File: src/rtl/sync_rx_pkg.sv
package sync_rx_pkg;
  localparam int CTRL_W   = 3;
  localparam int CTRL_EN  = 0;
  localparam int CTRL_STP = 1;
  localparam int CTRL_MST = 2;
  localparam int STAT_OVR = 1;

  typedef enum logic {ST_IDLE = 1'b0, ST_SHIFT = 1'b1} rx_state_t;
endpackage

File: src/rtl/sync_rx_clkgen.sv
module sync_rx_clkgen #(
  parameter int HALF_DIV = 4
) (
  input  logic clk,
  input  logic rst,
  input  logic run,
  output logic sclk_q,
  output logic rise_now
);
  localparam int CW = (HALF_DIV > 1) ? $clog2(HALF_DIV) : 1;
  logic [CW-1:0] cnt;
  logic          wrap;

  assign wrap     = (cnt == CW'(HALF_DIV - 1));
  assign rise_now = run && wrap && !sclk_q;

  always_ff @(posedge clk) begin
    if (rst || !run) begin
      cnt    <= '0;
      sclk_q <= 1'b1;
    end else if (wrap) begin
      cnt    <= '0;
      sclk_q <= ~sclk_q;
    end else begin
      cnt <= cnt + 1'b1;
    end
  end
endmodule

File: src/rtl/sync_rx_shifter.sv
module sync_rx_shifter #(
  parameter int W = 8
) (
  input  logic         clk,
  input  logic         rst,
  input  logic         run,
  input  logic         sample,
  input  logic         sdi,
  output logic         done,
  output logic [W-1:0] word
);
  localparam int BW = (W > 1) ? $clog2(W) : 1;
  logic [BW-1:0] bcnt;
  logic [W-2:0]  sreg;

  assign done = sample && (bcnt == BW'(W - 1));
  assign word = {sreg, sdi};

  always_ff @(posedge clk) begin
    if (rst || !run) begin
      bcnt <= '0;
      sreg <= '0;
    end else if (sample) begin
      bcnt <= done ? '0 : bcnt + 1'b1;
      sreg <= word[W-2:0];
    end
  end
endmodule

File: src/rtl/sync_rx_master.sv
module sync_rx_master
  import sync_rx_pkg::*;
#(
  parameter int HALF_DIV = 4,
  parameter int W        = 8
) (
  input  logic              clk,
  input  logic              rst,
  input  logic              reg_wr,
  input  logic              reg_sel,
  input  logic [CTRL_W-1:0] wr_data,
  input  logic              data_rd,
  input  logic              sdi,
  output logic              sclk_o,
  output logic [W-1:0]      rx_data_o,
  output logic              full_o,
  output logic              ovr_o,
  output logic              busy_o,
  output logic [CTRL_W-1:0] ctrl_o
);
  rx_state_t   state;
  logic [CTRL_W-1:0] ctrl_q;
  logic        run, rise, done, lost, take, start;
  logic [W-1:0] word;

  assign run    = (state == ST_SHIFT);
  assign busy_o = run;
  assign ctrl_o = ctrl_q;
  assign lost   = done && full_o && !data_rd;
  assign take   = done && !lost;
  assign start  = (state == ST_IDLE) && data_rd && !ovr_o &&
                  ctrl_q[CTRL_EN] && ctrl_q[CTRL_MST];

  sync_rx_clkgen #(.HALF_DIV(HALF_DIV)) u_clk (
    .clk(clk), .rst(rst), .run(run), .sclk_q(sclk_o), .rise_now(rise)
  );

  sync_rx_shifter #(.W(W)) u_shf (
    .clk(clk), .rst(rst), .run(run), .sample(rise), .sdi(sdi),
    .done(done), .word(word)
  );

  always_ff @(posedge clk) begin
    if (rst) begin
      ctrl_q <= '0;
    end else if (reg_wr && !reg_sel) begin
      ctrl_q <= wr_data;
    end
  end

  always_ff @(posedge clk) begin
    if (rst) begin
      state <= ST_IDLE;
    end else if (start) begin
      state <= ST_SHIFT;
    end else if (done && (lost || ctrl_q[CTRL_STP] || !ctrl_q[CTRL_EN])) begin
      state <= ST_IDLE;
    end
  end

  always_ff @(posedge clk) begin
    if (rst) begin
      rx_data_o <= '0;
      full_o    <= 1'b0;
      ovr_o     <= 1'b0;
    end else begin
      if (take) begin
        rx_data_o <= word;
        full_o    <= 1'b1;
      end else if (data_rd) begin
        full_o <= 1'b0;
      end
      if (lost) begin
        ovr_o <= 1'b1;
      end else if (reg_wr && reg_sel && !wr_data[STAT_OVR]) begin
        ovr_o <= 1'b0;
      end
    end
  end
endmodule

File: config.mk
export PLATFORM = sky130hd
export DESIGN_NAME = sync_rx_master
export DESIGN_NICKNAME = d
export VERILOG_FILES = /design/src/rtl/sync_rx_pkg.sv /design/src/rtl/sync_rx_clkgen.sv /design/src/rtl/sync_rx_shifter.sv /design/src/rtl/sync_rx_master.sv
export SDC_FILE = /design/constraint.sdc
export NUM_CORES = 1
export LEC_CHECK = 0
export BUFFER_PORTS_ARGS = -buffer_cell sky130_fd_sc_hd__buf_2
export CORE_ASPECT_RATIO = 0.8
export CORE_UTILIZATION = 35
export DETAILED_ROUTE_END_ITERATION = 10
export GPL_ROUTABILITY_DRIVEN = 0
export PLACE_DENSITY = 0.6
export SLEW_MARGIN = 5
export SYNTH_ARGS = -nofsm -noshare
export SYNTH_HDL_FRONTEND = slang
export SYNTH_SLANG_ARGS = --single-unit
export TNS_END_PERCENT = 50
File: constraint.sdc
create_clock -name clk -period 1.5 [get_ports clk]
set_input_delay 0.075 -clock clk [delete_from_list [all_inputs] [get_ports clk]]
set_output_delay 0.075 -clock clk [all_outputs]
set_load 0.02 [all_outputs]
==> key figures, run 1 <==
Status
  – Status: completed

Drt
  – Post-DRT Antenna Nets: 0
  – Final wirelength: 2.087 mm
  – Wire length per cell: around 12 um
  – Post-DR vias/cell: about 4.7
  – Post-route DRC: 0
  – Starting DRT DRC Count: 34
  – Vias: 846
  – Initial DRT Pass Iterations: 4

Synth
  – Post-synthesis sequential area ratio: 0.4800
  – FF+latch count, synth: 27
  – Synth warnings: 0
  – Yosys top cell area share: 0.4800
  – Top post-synthesis cells by area: dfxtp_1, nand2b_1, mux2i_1
  – Synth area leader: dfxtp_1
  – Post-synthesis cell count: ~120
  – Mapped Avg Cell Area: approximately 9.5 sq um
  – Synth cell types: 22
  – Synth Cell Area: ~1100 sq um
  – Syn Nets: 130

GRT
  – Number of global-route vias before repair: 778
  – Initial antenna violation count: 0
  – First-pass GRT wire length: 3.436 mm
  – Pin count of the biggest net entering global routing: 23
  – Grt total ovfl: 0
  – GRT Util Overall: 0.1340

STA
  – Fmax: around 720 MHz
  – Relative max-transition margin: 0.6689
  – Fin crit period: 1.382 ns
  – Worst Clk Skew: 0.005797 ns
  – Final setup viols: 0
  – Final Hold Fails: 0
  – Slew @ Worst Pin: between 0.4 and 0.5 ns
  – Fin crit share: 0.9216
  – Pins Over Slew Limit: 0

Finish
  – Commonest non-fill, non-tap cells in the layout: dfxtp_1, buf_2, nand2b_1, nand2_1, mux2i_1
  – Post-Layout Cell Count: 181
  – Final nets: 154
  – Filler instances: 309
  – Most common cell after layout, fill and taps aside: dfxtp_1
  – Antenna Diode Count: 0
  – P&R area growth vs syn: 18.22%
  – Cell area after layout: 1331 sq um
  – Share of cells above drive strength 1: 0.2270

Power and ir drop
  – Worst IR drop on VDD: 0.6284 mV
  – Leakage: 0.5303 nW
  – Power per cell area: 877.0 nW/um^2

Setup path
  – Crit-path cells: ha_1, ha_4, nand4b_4, nor2_8, mux2i_1
  – R2R Path Start: u_shf.bcnt[0]
  – Setup crit start kind: flop
  – R2R Path End: rx_data_o[7]
  – Slowest cell on crit path: dfxtp_1
  – Worst path max stage delay: around 0.36 ns
  – Worst Path Max Fanout: 8
  – CP arrival: 1.58 ns
  – CP required: 1.70 ns
  – R2R cell count: 5
  – Crit. End Element: flop
  – Slack of the worst reg-to-reg path: 0.12 ns
  – CP Class: flop to flop

Clocking
  – H-tree depth: 1
  – CTS tree: done
  – Clk buf depth: 2
  – Later-pin clock latency in the skew report: 0.27 ns
  – CTS root buf: clkbuf_8
  – Hold buffer count at cts: 0
  – Reg clk slew, reported paths: 0.09 ns
  – CTS Sinks: 27
  – TritonCTS buffer count: 3

Placed design
  – Area after DPL: 1272 sq um
  – I/O Buffers: 23
  – # placed instances: 177
  – Placed wire-length estimate: 1.573 mm

Floorplanning
  – Die Y-Extent: 52.74 um
  – CORE AREA: 3085 sq um
  – Chip width: 65.42 um
  – Cell Rows: 18
  – IO Count: 24
  – Die area: 3450 sq um
  – Initial Utilization: 0.3650

Hold path
  – Worst hold path type: input port to flop
  – Hold Startpoint: sdi
  – WHS Endpoint: u_shf.sreg[0]
  – Hold path depth: 3

Job
  – Max Cap Viol: 0
worst max-delay path: cells and delay by family, from the launching register on:
kind,cells,cell delay [ns]
DFF,1,0.36
adders and majority gates,2,0.37
muxes,1,0.21
and+or+nand+nor,2,0.37
synthesized netlist by cell type:
library cell,number
a41oi_1,1
o21ai_0,2
nor3_1,2
mux2i_1,12
nor2b_1,1
and2b_1,1
nor2_8,1
clkbuf_1,3
nand2_1,17
buf_1,1
a21oi_1,11
nand4b_4,1
a31oi_1,1
buf_6,1
nor2_1,6
dfxtp_1,27
nand3b_1,2
ha_1,3
nor3b_1,1
nand2b_1,20
inv_1,3
and2b_2,1
sequential cells by signal, indices dropped and copies added (netlist names):
name	cells
u_shf.bcnt	3
rx_data_o	8
busy_o	1
full_o	1
u_shf.sreg	7
u_clk.cnt	2
ctrl_o	3
u_clk.sclk_q	1
ovr_o	1
worst max-delay path by stage:
stage	from	to	slack (ns)	cells past startpoint
3_5_place_dp	u_shf.bcnt[0]	rx_data_o[7]	0.03	5
3_3_place_gp	u_shf.bcnt[0]	rx_data_o[2]	0.12	5
2_1_floorplan	u_shf.bcnt[0]	rx_data_o[0]	0.19	5
6_report	u_shf.bcnt[0]	rx_data_o[7]	0.12	5
5_1_grt	u_shf.bcnt[0]	rx_data_o[7]	-0.001	5
4_1_cts	u_shf.bcnt[0]	rx_data_o[7]	0.01	5
power breakdown:
part / leakage (nW) / switching [mW] / internal, mW
registers: 0.218 / 0.00354 / 0.720
logic: 0.287 / 0.0241 / 0.0248
clock network: 0.0255 / 0.209 / 0.186
total: 0.530 / 0.237 / 0.931
final cells by class:
cell class,instances,area [sq um],share of cell area
clock inverter,1,5.005,0.003759
clock buffer,3,41.29,0.03101
tap,40,50.05,0.03759
multi-input combinational,83,560.5,0.4211
timing repair buffer,24,122.6,0.09211
sequential,27,540.5,0.4060
inverter,3,11.26,0.008459
routing by layer:
layer / track usage / vias up / wire [um]
li1: - / 435 / -
met2: 0.2251 / 11 / 1008
met3: 0.05217 / 0 / 65
met4: 0.02174 / 0 / 0
met5: 0 / - / 0
met1: 0.1643 / 400 / 1013
per-stage QoR:
step / hold WS (ns) / power (mW) / worst slack (ns) / setup TNS [ns] / utilization
2_1_floorplan: 0.2110 / 0.7676 / 0.1938 / 0 / -
3_3_place_gp: 0.3204 / 0.7885 / 0.1184 / 0 / 0.4124
3_5_place_dp: 0.3374 / 0.7901 / 0.02512 / 0 / 0.4124
4_1_cts: 0.05208 / 1.186 / 0.009860 / 0 / 0.4274
5_1_grt: 0.06609 / 1.227 / -0.001430 / -0.001430 / 0.4315
6_report: 0.05361 / 1.167 / 0.1176 / 0 / 0.4315
repair_timing:
action	CTS	global route
setup endpoints to repair	0	8
endpoints found under the hold margin	0	0
setup buffers	0	0
gates resized for setup	0	2
cells by family (layout without fill, tap and decap cells):
group,Yosys count,after routing,synth area share
mux,12,12,0.1067
simple gates,53,53,0.2756
compound gates,15,15,0.07111
fa+ha+maj,3,3,0.03334
buf+inv,8,31,0.03333
flops,27,27,0.4800
Power figures use the tool's default switching activity.
==> run 2, diff against run 1 <==
CORE_UTILIZATION = 52   (was 35)
PLACE_DENSITY = unset   (was 0.6)
PLACE_DENSITY_LB_ADDON = 0.08   (was unset)
SETUP_SLACK_MARGIN = 0.15   (was unset)
==> run 2 against run 1 <==
Routed wire length shrank 6.3%. Design area rose by 2.7%. Maximum frequency rose by 6.3%. Final cell count decreased by 6.1%. Clock-buffer cell count increased by 1. Highest routed layer is now met4.
==> key figures, run 2 (synthesis gave the netlist of run 1 again) <==
Floorplanning
  – Chip width: 54.03 um
  – Initial Utilization: 0.5740
  – Cell Rows: 14
  – IO Count: 24
  – CORE AREA: 1962 sq um
  – Die Y-Extent: roughly 44 um
  – Die area: between 2000 and 2500 sq um

Placed design
  – Pre-CTS WS: 0.06536 ns
  – I/O Buffers: 23
  – # placed instances: 161
  – Area after DPL: 1252 sq um
  – Placed wire-length estimate: 1.364 mm

GRT
  – Grt total ovfl: 0
  – First-pass GRT wire length: slightly above 3 mm
  – Initial antenna violation count: 0
  – Pin count of the biggest net entering global routing: 23
  – GRT Util Overall: 0.1854
  – Number of global-route vias before repair: 742

Hold path
  – Worst hold path type: input port to flop

Finish
  – Post-Layout Cell Count: 170
  – Commonest non-fill, non-tap cells in the layout: dfxtp_1, buf_2, nand2b_1, nand2_1, mux2i_1
  – Most common cell after layout, fill and taps aside: dfxtp_1
  – Final nets: 159
  – Largest Register: rx_data_o
  – Antenna Diode Count: 0
  – Filler instances: between 150 and 200
  – Max FFs per register: 8
  – Share of cells above drive strength 1: 0.2534
  – Finished Core Util: 0.6971
  – P&R area growth vs syn: 21.44%
  – Cell area after layout: about 1400 sq um
  – Registers with the most flip-flops: rx_data_o: 8 flops, u_shf.sreg: 7 flops

STA
  – Fin crit share: 0.8667
  – Final Worst Setup Slack: 0.2000 ns
  – RSZ-0062 raised after global routing: yes
  – Final Hold Fails: 0
  – Final setup viols: 0
  – WHS: 0.03473 ns
  – Fin crit period: 1.300 ns
  – Worst Clk Skew: 0.003192 ns
  – Pins Over Slew Limit: 0
  – Fmax: 769.2 MHz
  – Post-route setup TNS: 0 ns
  – Slew @ Worst Pin: approximately 0.46 ns
  – Relative max-transition margin: 0.6935

Setup path
  – Setup crit start kind: flop
  – Most frequent CP cell: ha_4
  – Slowest cell on crit path: dfxtp_2
  – Worst Path Max Fanout: 8
  – CP arrival: 1.55 ns
  – Worst path max stage delay: 0.38 ns
  – CP Class: flop to flop
  – CP required: between 1.5 and 2 ns
  – Crit-path cells: ha_4, ha_4, nand4b_4, nor2_8, mux2i_1
  – Crit. End Element: flop

Status
  – Status: completed

Power and ir drop
  – Leakage: around 0.53 nW
  – Worst IR drop on VDD: 0.8549 mV
  – PnR Total Power: 1.073 mW
  – Power per cell area: between 700 and 800 nW/um^2

Drt
  – Post-DRT Antenna Nets: 0
  – Max Used Layer: met4
  – Length of routed met3 wiring: 67 um
  – Starting DRT DRC Count: 13
  – Post-route DRC: 0
  – Vias: 838
  – Final wirelength: 1.956 mm
  – Initial DRT Pass Iterations: 4
  – Post-DR vias/cell: around 4.9
  – Wire length per cell: 11.51 um
  – Metal1 wirelength: 976 um
  – Met2 routed WL: 899 um

Clocking
  – H-tree depth: 1
  – CTS tree: done
  – Clk buf depth: 2
  – CTS root buf: clkbuf_4
  – TritonCTS buffer count: 3
  – Reg clk slew, reported paths: 0.13 ns
  – Later-pin clock latency in the skew report: 0.31 ns
  – CTS Sinks: 27

Job
  – Max Cap Viol: 0
==> run 2: cell types whose count changed in the layout (fill, tap and decap cells not counted), moves of 2 or more <==
cell	delta
clkbuf_4	+3
ha_1	-2
dfxtp_1	-2
dlygate4sd3_1	+3
ha_4	+2
buf_4	+2
clkbuf_8	-3
==> run 2: power by group <==
part	internal [mW]	switching [mW]	total (mW)
combinational	0.0299	0.0243	0.0542
clock	0.104	0.192	0.295
sequential	0.719	0.00347	0.723
==> run 2: routing by layer <==
metal | track usage | vias to the layer above
met2 | 0.2914 | 14
met5 | 0 | -
met4 | 0.04615 | 0
met1 | 0.2445 | 371
met3 | 0.06316 | 2
li1 | - | 451
==> run 2: cell type report <==
type	instances	area, sq um	area share
clock buffers	4	26.28	0.01921
inverters	3	11.26	0.008234
multi-input cells	83	586.8	0.4291
flip-flops and latches	27	545.5	0.3989
well taps	24	30.03	0.02196
repair buffers	29	167.7	0.1226
==> run 2: critical path, delay by kind of cell (launching register included) <==
family | cells | cell delay (ns)
and+or+nand+nor | 2 | 0.39
adders and majority gates | 2 | 0.28
DFF | 1 | 0.38
muxes | 1 | 0.20
==> run 2: path summary, 6_finish.rpt <==
check,startpoint,slack [ns],to,cells after the start
worst max-delay path,u_shf.bcnt[1],0.20,rx_data_o[0],5
worst min-delay path,wr_data[1],0.03,ctrl_o[1],3
worst max register to register,u_shf.bcnt[1],0.20,rx_data_o[0],5
worst min register to register,rx_data_o[4],0.48,rx_data_o[4],2
==> run 2: repair_timing <==
| action | 4_1_cts | 5_1_grt |
|---|---|---|
| gates resized for setup | 6 | 4 |
| buffers inserted | 0 | 2 |
| cloned | 0 | 0 |
| hold endpoints to repair | 3 | 0 |
| hold buffers | 3 | 0 |
| endpoints found under the setup margin | 9 | 8 |
| pin swaps | 1 | 2 |
